`src/rtl/mdio_pkg.sv`:
```
package mdio_pkg;

   localparam int PRE_BITS   = 32;
   localparam int FRAME_BITS = 32;
   localparam int DATA_BITS  = 16;
   localparam int FLD_BITS   = 5;

   // host word addresses
   localparam int OFS_CFG  = 12;
   localparam int OFS_CTRL = 13;
   localparam int OFS_DATA = 14;
   localparam int OFS_ADDR = 15;

   // bit positions used by the register file
   localparam int CTRL_RD_BIT = 15;
   localparam int CFG_PRE_BIT = 5;
   localparam int CFG_C45_BIT = 6;
   localparam int CFG_DIV_LO  = 7;

   typedef enum logic [1:0] {
      FR_ADDR  = 2'd0,
      FR_WRITE = 2'd1,
      FR_READ  = 2'd2
   } fr_kind_e;

   function automatic logic [FRAME_BITS-1:0] make_frame(
      input logic                 c45,
      input fr_kind_e             kind,
      input logic [FLD_BITS-1:0]  prt,
      input logic [FLD_BITS-1:0]  dev,
      input logic [DATA_BITS-1:0] dat
   );
      logic [1:0] st, op, ta;
      st = c45 ? 2'b00 : 2'b01;
      ta = (kind == FR_READ) ? 2'b11 : 2'b10;
      unique case (kind)
         FR_ADDR:  op = 2'b00;
         FR_WRITE: op = 2'b01;
         default:  op = c45 ? 2'b11 : 2'b10;
      endcase
      return {st, op, prt, dev, ta, dat};
   endfunction

endpackage

```
`src/rtl/mdio_mdc_gen.sv`:
```
module mdio_mdc_gen #(
   parameter int DIV_W = 9
)(
   input  logic             clk,
   input  logic             rst_n,
   input  logic             run,
   input  logic [DIV_W-1:0] div,
   output logic             mdc,
   output logic             fall_stb,
   output logic             rise_stb
);

   logic [DIV_W-1:0] cnt_q;
   logic             wrap;

   assign wrap     = run && (cnt_q == div);
   assign fall_stb = wrap && mdc;
   assign rise_stb = wrap && !mdc;

   always_ff @(posedge clk or negedge rst_n) begin
      if (!rst_n) begin
         cnt_q <= '0;
         mdc   <= 1'b1;
      end else if (!run) begin
         cnt_q <= '0;
         mdc   <= 1'b1;
      end else if (wrap) begin
         cnt_q <= '0;
         mdc   <= ~mdc;
      end else begin
         cnt_q <= cnt_q + 1'b1;
      end
   end

endmodule

```
`src/rtl/mdio_frame_eng.sv`:
```
module mdio_frame_eng
   import mdio_pkg::*;
(
   input  logic                  clk,
   input  logic                  rst_n,
   input  logic                  start,
   input  logic                  is_read,
   input  logic                  skip_pre,
   input  logic [FRAME_BITS-1:0] frame,
   input  logic                  fall_stb,
   input  logic                  rise_stb,
   input  logic                  line_in,
   output logic                  busy,
   output logic                  mdio_out,
   output logic                  mdio_oe,
   output logic                  rd_done,
   output logic                  rd_err,
   output logic [DATA_BITS-1:0]  rd_word
);

   localparam int TOTAL = PRE_BITS + FRAME_BITS;
   localparam int IDX_W = $clog2(TOTAL);
   localparam logic [IDX_W-1:0] LAST_IDX = IDX_W'(TOTAL - 1);
   localparam logic [IDX_W-1:0] FIRST_FR = IDX_W'(PRE_BITS);
   localparam logic [IDX_W-1:0] TA1_IDX  = IDX_W'(PRE_BITS + 14);
   localparam logic [IDX_W-1:0] TA2_IDX  = IDX_W'(PRE_BITS + 15);
   localparam logic [IDX_W-1:0] DAT_IDX  = IDX_W'(PRE_BITS + 16);

   logic [TOTAL-1:0]     word_q;
   logic [IDX_W-1:0]     nxt_q, cur_q;
   logic                 read_q;
   logic                 err_q;
   logic [DATA_BITS-1:0] sh_q;
   logic                 last_rise;

   assign last_rise = busy && rise_stb && (cur_q == LAST_IDX);
   assign rd_done   = last_rise && read_q;
   assign rd_word   = {sh_q[DATA_BITS-2:0], line_in};
   assign rd_err    = err_q;

   always_ff @(posedge clk or negedge rst_n) begin
      if (!rst_n) begin
         busy     <= 1'b0;
         word_q   <= '1;
         nxt_q    <= '0;
         cur_q    <= '0;
         read_q   <= 1'b0;
         err_q    <= 1'b0;
         sh_q     <= '0;
         mdio_out <= 1'b1;
         mdio_oe  <= 1'b0;
      end else if (!busy) begin
         if (start) begin
            busy   <= 1'b1;
            word_q <= {{PRE_BITS{1'b1}}, frame};
            nxt_q  <= skip_pre ? FIRST_FR : '0;
            read_q <= is_read;
            if (is_read) err_q <= 1'b0;
         end
      end else begin
         if (fall_stb) begin
            mdio_out <= word_q[LAST_IDX - nxt_q];
            mdio_oe  <= !(read_q && (nxt_q >= TA1_IDX));
            cur_q    <= nxt_q;
            nxt_q    <= nxt_q + 1'b1;
         end
         if (rise_stb) begin
            if (read_q && cur_q == TA2_IDX) err_q <= line_in;
            if (read_q && cur_q >= DAT_IDX) sh_q <= rd_word;
            if (cur_q == LAST_IDX) begin
               busy    <= 1'b0;
               mdio_oe <= 1'b0;
            end
         end
      end
   end

endmodule

```
`src/rtl/mdio_regfile.sv`:
```
module mdio_regfile
   import mdio_pkg::*;
#(
   parameter int DIV_W   = 9,
   parameter int DIV_RST = 5,
   parameter int BUS_AW  = 4
)(
   input  logic                  clk,
   input  logic                  rst_n,
   input  logic                  host_wr,
   input  logic [BUS_AW-1:0]     host_addr,
   input  logic [31:0]           host_wdata,
   output logic [31:0]           host_rdata,
   input  logic                  busy,
   input  logic                  rd_err,
   input  logic                  rd_done,
   input  logic [DATA_BITS-1:0]  rd_word,
   output logic                  start,
   output logic                  start_read,
   output logic [FRAME_BITS-1:0] frame,
   output logic [DIV_W-1:0]      cfg_div,
   output logic                  cfg_pre_off,
   output logic                  cfg_c45
);

   localparam logic [BUS_AW-1:0] A_CFG  = BUS_AW'(OFS_CFG);
   localparam logic [BUS_AW-1:0] A_CTRL = BUS_AW'(OFS_CTRL);
   localparam logic [BUS_AW-1:0] A_DATA = BUS_AW'(OFS_DATA);
   localparam logic [BUS_AW-1:0] A_ADDR = BUS_AW'(OFS_ADDR);
   localparam int CFG_PAD = 32 - CFG_DIV_LO - DIV_W;

   logic [FLD_BITS-1:0]  dev_q, prt_q;
   logic [DATA_BITS-1:0] data_q, addr_q;
   logic                 wr_ok;
   fr_kind_e             kind;
   logic [FLD_BITS-1:0]  f_prt, f_dev;
   logic [DATA_BITS-1:0] f_dat;
   logic                 unused_hi;

   assign unused_hi = ^host_wdata[31:DATA_BITS];
   assign wr_ok     = host_wr && !busy;

   always_comb begin
      start = 1'b0;
      kind  = FR_WRITE;
      f_prt = prt_q;
      f_dev = dev_q;
      f_dat = host_wdata[DATA_BITS-1:0];
      if (wr_ok) begin
         unique case (host_addr)
            A_CTRL: begin
               if (host_wdata[CTRL_RD_BIT]) begin
                  start = 1'b1;
                  kind  = FR_READ;
                  f_dev = host_wdata[FLD_BITS-1:0];
                  f_prt = host_wdata[2*FLD_BITS-1:FLD_BITS];
                  f_dat = '1;
               end
            end
            A_DATA: begin
               start = 1'b1;
               kind  = FR_WRITE;
            end
            A_ADDR: begin
               start = cfg_c45;
               kind  = FR_ADDR;
            end
            default: start = 1'b0;
         endcase
      end
   end

   assign start_read = start && (kind == FR_READ);
   assign frame      = make_frame(cfg_c45, kind, f_prt, f_dev, f_dat);

   always_ff @(posedge clk or negedge rst_n) begin
      if (!rst_n) begin
         cfg_div     <= DIV_W'(DIV_RST);
         cfg_pre_off <= 1'b0;
         cfg_c45     <= 1'b0;
         dev_q       <= '0;
         prt_q       <= '0;
         data_q      <= '0;
         addr_q      <= '0;
      end else if (rd_done) begin
         data_q <= rd_word;
      end else if (wr_ok) begin
         unique case (host_addr)
            A_CFG: begin
               cfg_div     <= host_wdata[CFG_DIV_LO +: DIV_W];
               cfg_pre_off <= host_wdata[CFG_PRE_BIT];
               cfg_c45     <= host_wdata[CFG_C45_BIT];
            end
            A_CTRL: begin
               dev_q <= host_wdata[FLD_BITS-1:0];
               prt_q <= host_wdata[2*FLD_BITS-1:FLD_BITS];
            end
            A_DATA:  data_q <= host_wdata[DATA_BITS-1:0];
            A_ADDR:  addr_q <= host_wdata[DATA_BITS-1:0];
            default: ;
         endcase
      end
   end

   always_comb begin
      unique case (host_addr)
         A_CFG:   host_rdata = {{CFG_PAD{1'b0}}, cfg_div, cfg_c45, cfg_pre_off,
                                3'b000, rd_err, busy};
         A_CTRL:  host_rdata = {22'd0, prt_q, dev_q};
         A_DATA:  host_rdata = {16'd0, data_q};
         A_ADDR:  host_rdata = {16'd0, addr_q};
         default: host_rdata = 32'd0;
      endcase
   end

endmodule

```
`src/rtl/mdio_master.sv`:
```
module mdio_master
   import mdio_pkg::*;
#(
   parameter int DIV_W   = 9,
   parameter int DIV_RST = 5,
   parameter int BUS_AW  = 4,
   parameter int IN_SYNC = 2
)(
   input  logic              clk,
   input  logic              rst_n,
   input  logic              host_wr,
   input  logic [BUS_AW-1:0] host_addr,
   input  logic [31:0]       host_wdata,
   output logic [31:0]       host_rdata,
   output logic              mdc,
   output logic              mdio_out,
   output logic              mdio_oe,
   input  logic              mdio_in
);

   if (DIV_W < 3 || DIV_W > 9) begin : g_bad_div_w
      $error("DIV_W must lie in 3..9 to fit configuration bits 15:7");
   end
   if (DIV_RST < 0 || DIV_RST >= (1 << DIV_W)) begin : g_bad_div_rst
      $error("DIV_RST does not fit in DIV_W bits");
   end
   if (BUS_AW < 4) begin : g_bad_aw
      $error("BUS_AW must reach word 15");
   end
   if (IN_SYNC < 0 || IN_SYNC > 4) begin : g_bad_sync
      $error("IN_SYNC must lie in 0..4");
   end

   logic                  busy;
   logic                  fall_stb, rise_stb;
   logic                  start, start_read;
   logic [FRAME_BITS-1:0] frame;
   logic [DIV_W-1:0]      cfg_div;
   logic                  cfg_pre_off, cfg_c45;
   logic                  rd_done, rd_err;
   logic [DATA_BITS-1:0]  rd_word;
   logic                  line_s;

   if (IN_SYNC == 0) begin : g_nosync
      assign line_s = mdio_in;
   end else begin : g_sync
      logic [IN_SYNC-1:0] sync_q;
      always_ff @(posedge clk or negedge rst_n) begin
         if (!rst_n) sync_q <= '1;
         else        sync_q <= {sync_q[IN_SYNC-1:0], mdio_in} >> 0;
      end
      assign line_s = sync_q[IN_SYNC-1];
   end

   mdio_regfile #(
      .DIV_W   (DIV_W),
      .DIV_RST (DIV_RST),
      .BUS_AW  (BUS_AW)
   ) u_regs (
      .clk         (clk),
      .rst_n       (rst_n),
      .host_wr     (host_wr),
      .host_addr   (host_addr),
      .host_wdata  (host_wdata),
      .host_rdata  (host_rdata),
      .busy        (busy),
      .rd_err      (rd_err),
      .rd_done     (rd_done),
      .rd_word     (rd_word),
      .start       (start),
      .start_read  (start_read),
      .frame       (frame),
      .cfg_div     (cfg_div),
      .cfg_pre_off (cfg_pre_off),
      .cfg_c45     (cfg_c45)
   );

   mdio_mdc_gen #(.DIV_W(DIV_W)) u_clk (
      .clk      (clk),
      .rst_n    (rst_n),
      .run      (busy),
      .div      (cfg_div),
      .mdc      (mdc),
      .fall_stb (fall_stb),
      .rise_stb (rise_stb)
   );

   mdio_frame_eng u_eng (
      .clk      (clk),
      .rst_n    (rst_n),
      .start    (start),
      .is_read  (start_read),
      .skip_pre (cfg_pre_off),
      .frame    (frame),
      .fall_stb (fall_stb),
      .rise_stb (rise_stb),
      .line_in  (line_s),
      .busy     (busy),
      .mdio_out (mdio_out),
      .mdio_oe  (mdio_oe),
      .rd_done  (rd_done),
      .rd_err   (rd_err),
      .rd_word  (rd_word)
   );

endmodule

```
`config.mk`:
```
export PLATFORM = sky130hd
export DESIGN_NAME = mdio_master
export DESIGN_NICKNAME = d
export VERILOG_FILES = /design/src/rtl/mdio_pkg.sv /design/src/rtl/mdio_mdc_gen.sv /design/src/rtl/mdio_frame_eng.sv /design/src/rtl/mdio_regfile.sv /design/src/rtl/mdio_master.sv
export SDC_FILE = /design/constraint.sdc
export NUM_CORES = 1
export LEC_CHECK = 0
export BUFFER_PORTS_ARGS = -buffer_cell sky130_fd_sc_hd__buf_2
export CAP_MARGIN = 25
export CORE_ASPECT_RATIO = 1.1
export CORE_MARGIN = 3
export CORE_UTILIZATION = 38
export CTS_BUF_LIST = sky130_fd_sc_hd__clkbuf_16
export DETAILED_ROUTE_END_ITERATION = 8
export SLEW_MARGIN = 20
export SYNTH_ARGS = -nofsm -noshare
export SYNTH_HDL_FRONTEND = slang
export SYNTH_SLANG_ARGS = --single-unit
```
`constraint.sdc`:
```
create_clock -name clk -period 2.5 [get_ports clk]
set_input_delay 0.125 -clock clk [delete_from_list [all_inputs] [get_ports clk]]
set_output_delay 0.125 -clock clk [all_outputs]
set_load 0.1 [all_outputs]
```
==> impl_metrics.csv <==
group,metric,value,unit
die,rows,48,
sta,finalHoldViolations,0,
setup_path,crit_path_start_kind,"flop",
setup_path,worst_setup_startpoint,"u_regs.cfg_div[0]$_DFFE_PN1P_",
clock_tree,htree_num_levels,4,
die,die_height,142,um
place,globalplace.congestion,0.797,
synthesis,ys_dominant_reg_cell,"sky130_fd_sc_hd__dfrtp_1",
synthesis,yosysUniqueCellTypes,55,
synthesis,muxShareOfSynthArea,16.9,%
synthesis,syn-cell-area,6350,um2
setup_path,worstReg2RegEnd,"u_eng.sh_q[5]$_DFFE_PN0P_",
drt,drt-wirelength-per-cell,18.1,um
synthesis,simple_gate_portion_of_the_synthesized_area,16.1,%
finish,final_layout_size_suffix_gt1_share,31.7,%
setup_path,r2r_cells,5,
worst_hold_path,worstHoldPathType,"in -> reg",
power,p_leak,3.43,nW
power,max-vdd-ir-drop,0.537,mV
synthesis,synth_top_area_share,35.8,%
clock_tree,cts_tree,"yes",
place,port-buffer-count,42,
synthesis,synth_cells,558,
clock_tree,clk_transition_reported_paths,0.05,ns
clock_tree,clockBufferDepth,2,
die,ioPinCount,75,
global_route,number_of_global_route_vias_before_repair,4641,
drt,route.antenna.remaining_nets,0,
global_route,grt_first_pass_wirelength,24.8,mm
drt,initial_drt_markers,213,
synthesis,synth.yosys.warnings,0,
synthesis,synth_top_cells_by_area,"sky130_fd_sc_hd__dfrtp_1 (36%), sky130_fd_sc_hd__dfstp_2 (15%), sky130_fd_sc_hd__mux2_2 (8.0%)",
clock_tree,clock_insertion_delay_worst_skew,0.41,ns
global_route,antenna_found_initial,0,
setup_path,worstSetupEndpointType,"flop",
synthesis,synth_sequential_area_ratio,51.2,%
sta,grt_setup_unrepaired,"no",
worst_hold_path,worst_hold_path.num_cells,3,
finish,area.growth.synth_to_final,17.4,%
sta,slew_worst_pin,0.571,ns
drt,drt-total-wl,15.0,mm
drt,drtPass1Iterations,4,
drt,vias_per_cell,5.33,
global_route,gr-total-overflow,0,
die,start_util,39.6,%
die,die_area,18300,um2
sta,clock-skew-final,0.00521,ns
die,total_core_area,16000,um2
worst_hold_path,min_delay_worst_endpoint,"u_eng.word_q[15]$_DFFE_PN1P_",
drt,post_detailed_route_drc_marker_count,0,
synthesis,main_combinational_cell_family_by_area_after_synthesis,"multiplexers",
synthesis,postSynthAreaPerCell,11.4,um2
synthesis,ys_async_sr_fraction,100,%
worst_hold_path,hp-start,"host_wdata[15]",
sta,worst_slew_margin_rel,61.9,%
flow_run,maxCapViolCount,0,
drt,route.vias.total,4430,
finish,layout.nets,660,
synthesis,synth_enable_flop_cells,0,
sta,fin_setup_tns,0,ns
outcome,result_of_the_run,"finished clean",
place,dpl_wire_length,10.6,mm
power,power_density,1020,nW/um2
synthesis,netlist.top_cell.by_area,"sky130_fd_sc_hd__dfrtp_1",
setup_path,r2r_start,"u_regs.cfg_div[0]$_DFFE_PN1P_",
synthesis,synth-seq-cells,128,
finish,antenna-diode-count,0,
sta,hold-worst-slack,0.0231,ns
global_route,grt_usage,17.6,%
sta,fin_crit,2.05,ns
synthesis,synth-compound-area-share,7.92,%
sta,setup-violations-final,0,
synthesis,synth-xor-area-share,2.34,%
synthesis,post_synth_fa_ha_maj_area_fraction,0.394,%
global_route,largest_net_degree_at_the_start_of_global_routing,54,
clock_tree,cts-root-buf,"sky130_fd_sc_hd__clkbuf_16",
clock_tree,tritoncts.num_buffers,17,
clock_tree,cts_repair_resize_count,0,
clock_tree,post-cts-setup-buffers,0,
die,floorplan.die.width,129,um
setup_path,crit_type,"reg -> reg",
setup_path,critPathMaxFanout,15,
setup_path,worst_path_required,2.80,ns
clock_tree,cts.sink_count,128,
sta,fmax,488,MHz
sta,final_min_period_over_clock_period,82.0,%
setup_path,setup.reg_to_reg.worst_slack,0.45,ns
sta,final_max_slew_viol_count,0,
setup_path,cp.arrival,2.35,ns
==> cells by family (layout without fill, tap and decap cells) <==
kind of cell	after synthesis	in the layout
and+or+nand+nor	210	210
DFF	128	128
muxes	80	80
AOI/OAI and AO/OA	66	66
buffers and inverters	54	112
xor gates and xnor gates	17	17
adders and majority gates	2	2
other	1	16
==> routing by layer <==
layer	wire, um	track usage (%)	part of all wire [%]
met5	0	0	0
met4	338	6.58	2.2
met3	547	3.95	3.6
met2	7540	28.4	50
met1	6610	23.1	44
==> worst max-delay path by stage <==
| stage | slack [ns] | end | depth (start not counted) |
|---|---|---|---|
| 2_1_floorplan | 0.12 | host_rdata[4] | 5 |
| 3_3_place_gp | 0.44 | u_eng.mdio_out$_DFFE_PN1P_ | 5 |
| 3_5_place_dp | 0.44 | u_eng.sh_q[6]$_DFFE_PN0P_ | 5 |
| 4_1_cts | 0.41 | u_eng.sh_q[12]$_DFFE_PN0P_ | 5 |
| 5_1_grt | 0.26 | u_eng.sh_q[5]$_DFFE_PN0P_ | 5 |
| 6_report | 0.45 | u_eng.sh_q[5]$_DFFE_PN0P_ | 5 |
==> state kept, by name (all words and copies together), names as in the netlist, 2 cells and up <==
register,cells
u_regs.prt_q,5
u_eng.nxt_q,6
u_regs.cfg_div,9
u_eng.cur_q,6
g_sync.sync_q,2
u_regs.data_q,16
u_regs.addr_q,16
u_clk.cnt_q,9
u_regs.dev_q,5
u_eng.word_q,31
u_eng.sh_q,15
==> power breakdown <==
group / internal (mW) / switching [mW] / total, mW
registers: 2.76 / 0.510 / 3.27
logic: 0.833 / 1.07 / 1.90
clock network: 1.52 / 0.883 / 2.40
==> worst max-delay path, stage by stage, from the launching register on <==
cell	delay [ns]
sky130_fd_sc_hd__dfstp_2	0.57
sky130_fd_sc_hd__xnor2_1	0.14
sky130_fd_sc_hd__nand4_1	0.19
sky130_fd_sc_hd__nor4_2	0.28
sky130_fd_sc_hd__nand2_2	0.34
sky130_fd_sc_hd__mux2_4	0.40
==> timing repair <==
action / CTS / global route
endpoints found under the hold margin: 92 / 0
setup endpoints to repair: 0 / 0
hold buffers: 16 / 0
==> cells in the mapped netlist (6+ instances only) <==
cell                       number
sky130_fd_sc_hd__a221o_1       17
sky130_fd_sc_hd__a31oi_1       18
sky130_fd_sc_hd__and2_1        22
sky130_fd_sc_hd__buf_2          9
sky130_fd_sc_hd__buf_4         17
sky130_fd_sc_hd__buf_6          6
sky130_fd_sc_hd__clkbuf_1      15
sky130_fd_sc_hd__dfrtp_1       91
sky130_fd_sc_hd__dfstp_2       37
sky130_fd_sc_hd__mux2_2        45
sky130_fd_sc_hd__mux2_4        11
sky130_fd_sc_hd__mux2i_1       10
sky130_fd_sc_hd__mux4_2        13
sky130_fd_sc_hd__nand2_1       88
sky130_fd_sc_hd__nand3_1       23
sky130_fd_sc_hd__nor2_1        39
sky130_fd_sc_hd__nor2b_1       10
sky130_fd_sc_hd__o21ai_0       10
sky130_fd_sc_hd__xnor2_1       11
sky130_fd_sc_hd__xor2_1         6
==> layout by cell type, fill, tap and decap left out, types with 2 or more instances in the layout <==
cell	n
sky130_fd_sc_hd__mux2_4	11
sky130_fd_sc_hd__nand3_1	23
sky130_fd_sc_hd__clkinv_4	2
sky130_fd_sc_hd__dfstp_2	37
sky130_fd_sc_hd__a31oi_1	18
sky130_fd_sc_hd__nor3_4	2
sky130_fd_sc_hd__a21o_1	3
sky130_fd_sc_hd__nor2_1	39
sky130_fd_sc_hd__dfrtp_1	91
sky130_fd_sc_hd__dlygate4sd3_1	16
sky130_fd_sc_hd__a221o_1	17
sky130_fd_sc_hd__buf_2	41
sky130_fd_sc_hd__a22oi_1	3
sky130_fd_sc_hd__nand4_1	5
sky130_fd_sc_hd__or3_1	3
sky130_fd_sc_hd__xor2_1	6
sky130_fd_sc_hd__o21ai_0	10
sky130_fd_sc_hd__mux4_2	13
sky130_fd_sc_hd__clkinv_1	5
sky130_fd_sc_hd__inv_1	7
sky130_fd_sc_hd__clkbuf_16	20
sky130_fd_sc_hd__and3_1	5
sky130_fd_sc_hd__nand2_1	88
sky130_fd_sc_hd__mux2i_1	10
sky130_fd_sc_hd__a21oi_1	3
sky130_fd_sc_hd__xnor2_1	11
sky130_fd_sc_hd__buf_4	17
sky130_fd_sc_hd__mux2_2	45
sky130_fd_sc_hd__nor2b_1	10
sky130_fd_sc_hd__ha_1	2
sky130_fd_sc_hd__a21boi_0	2
sky130_fd_sc_hd__conb_1	16
sky130_fd_sc_hd__and2_1	22
==> per-stage QoR <==
step           utilization (%)  total power, mW  instances  setup slack, ns  cell area, um2
6_report                  46.5             7.57        831            0.450            7460
2_1_floorplan                -             4.70        573            0.120            6410
5_1_grt                   46.5             8.01        831            0.257            7460
3_3_place_gp              41.9             5.13        783            0.441            6710
4_1_cts                   46.5             7.65        831            0.413            7460
3_5_place_dp              41.9             5.20        783            0.437            6710
==> cell type report <==
class / instances / area (um2)
multi-input combinational: 391 / 2840
inverter: 5 / 18.8
clock buffer: 20 / 500
tap: 200 / 250
fill: 1460 / 8580
sequential: 128 / 3250
clock inverter: 12 / 86.3
timing repair buffer: 75 / 513
Power figures use the tool's default switching activity.
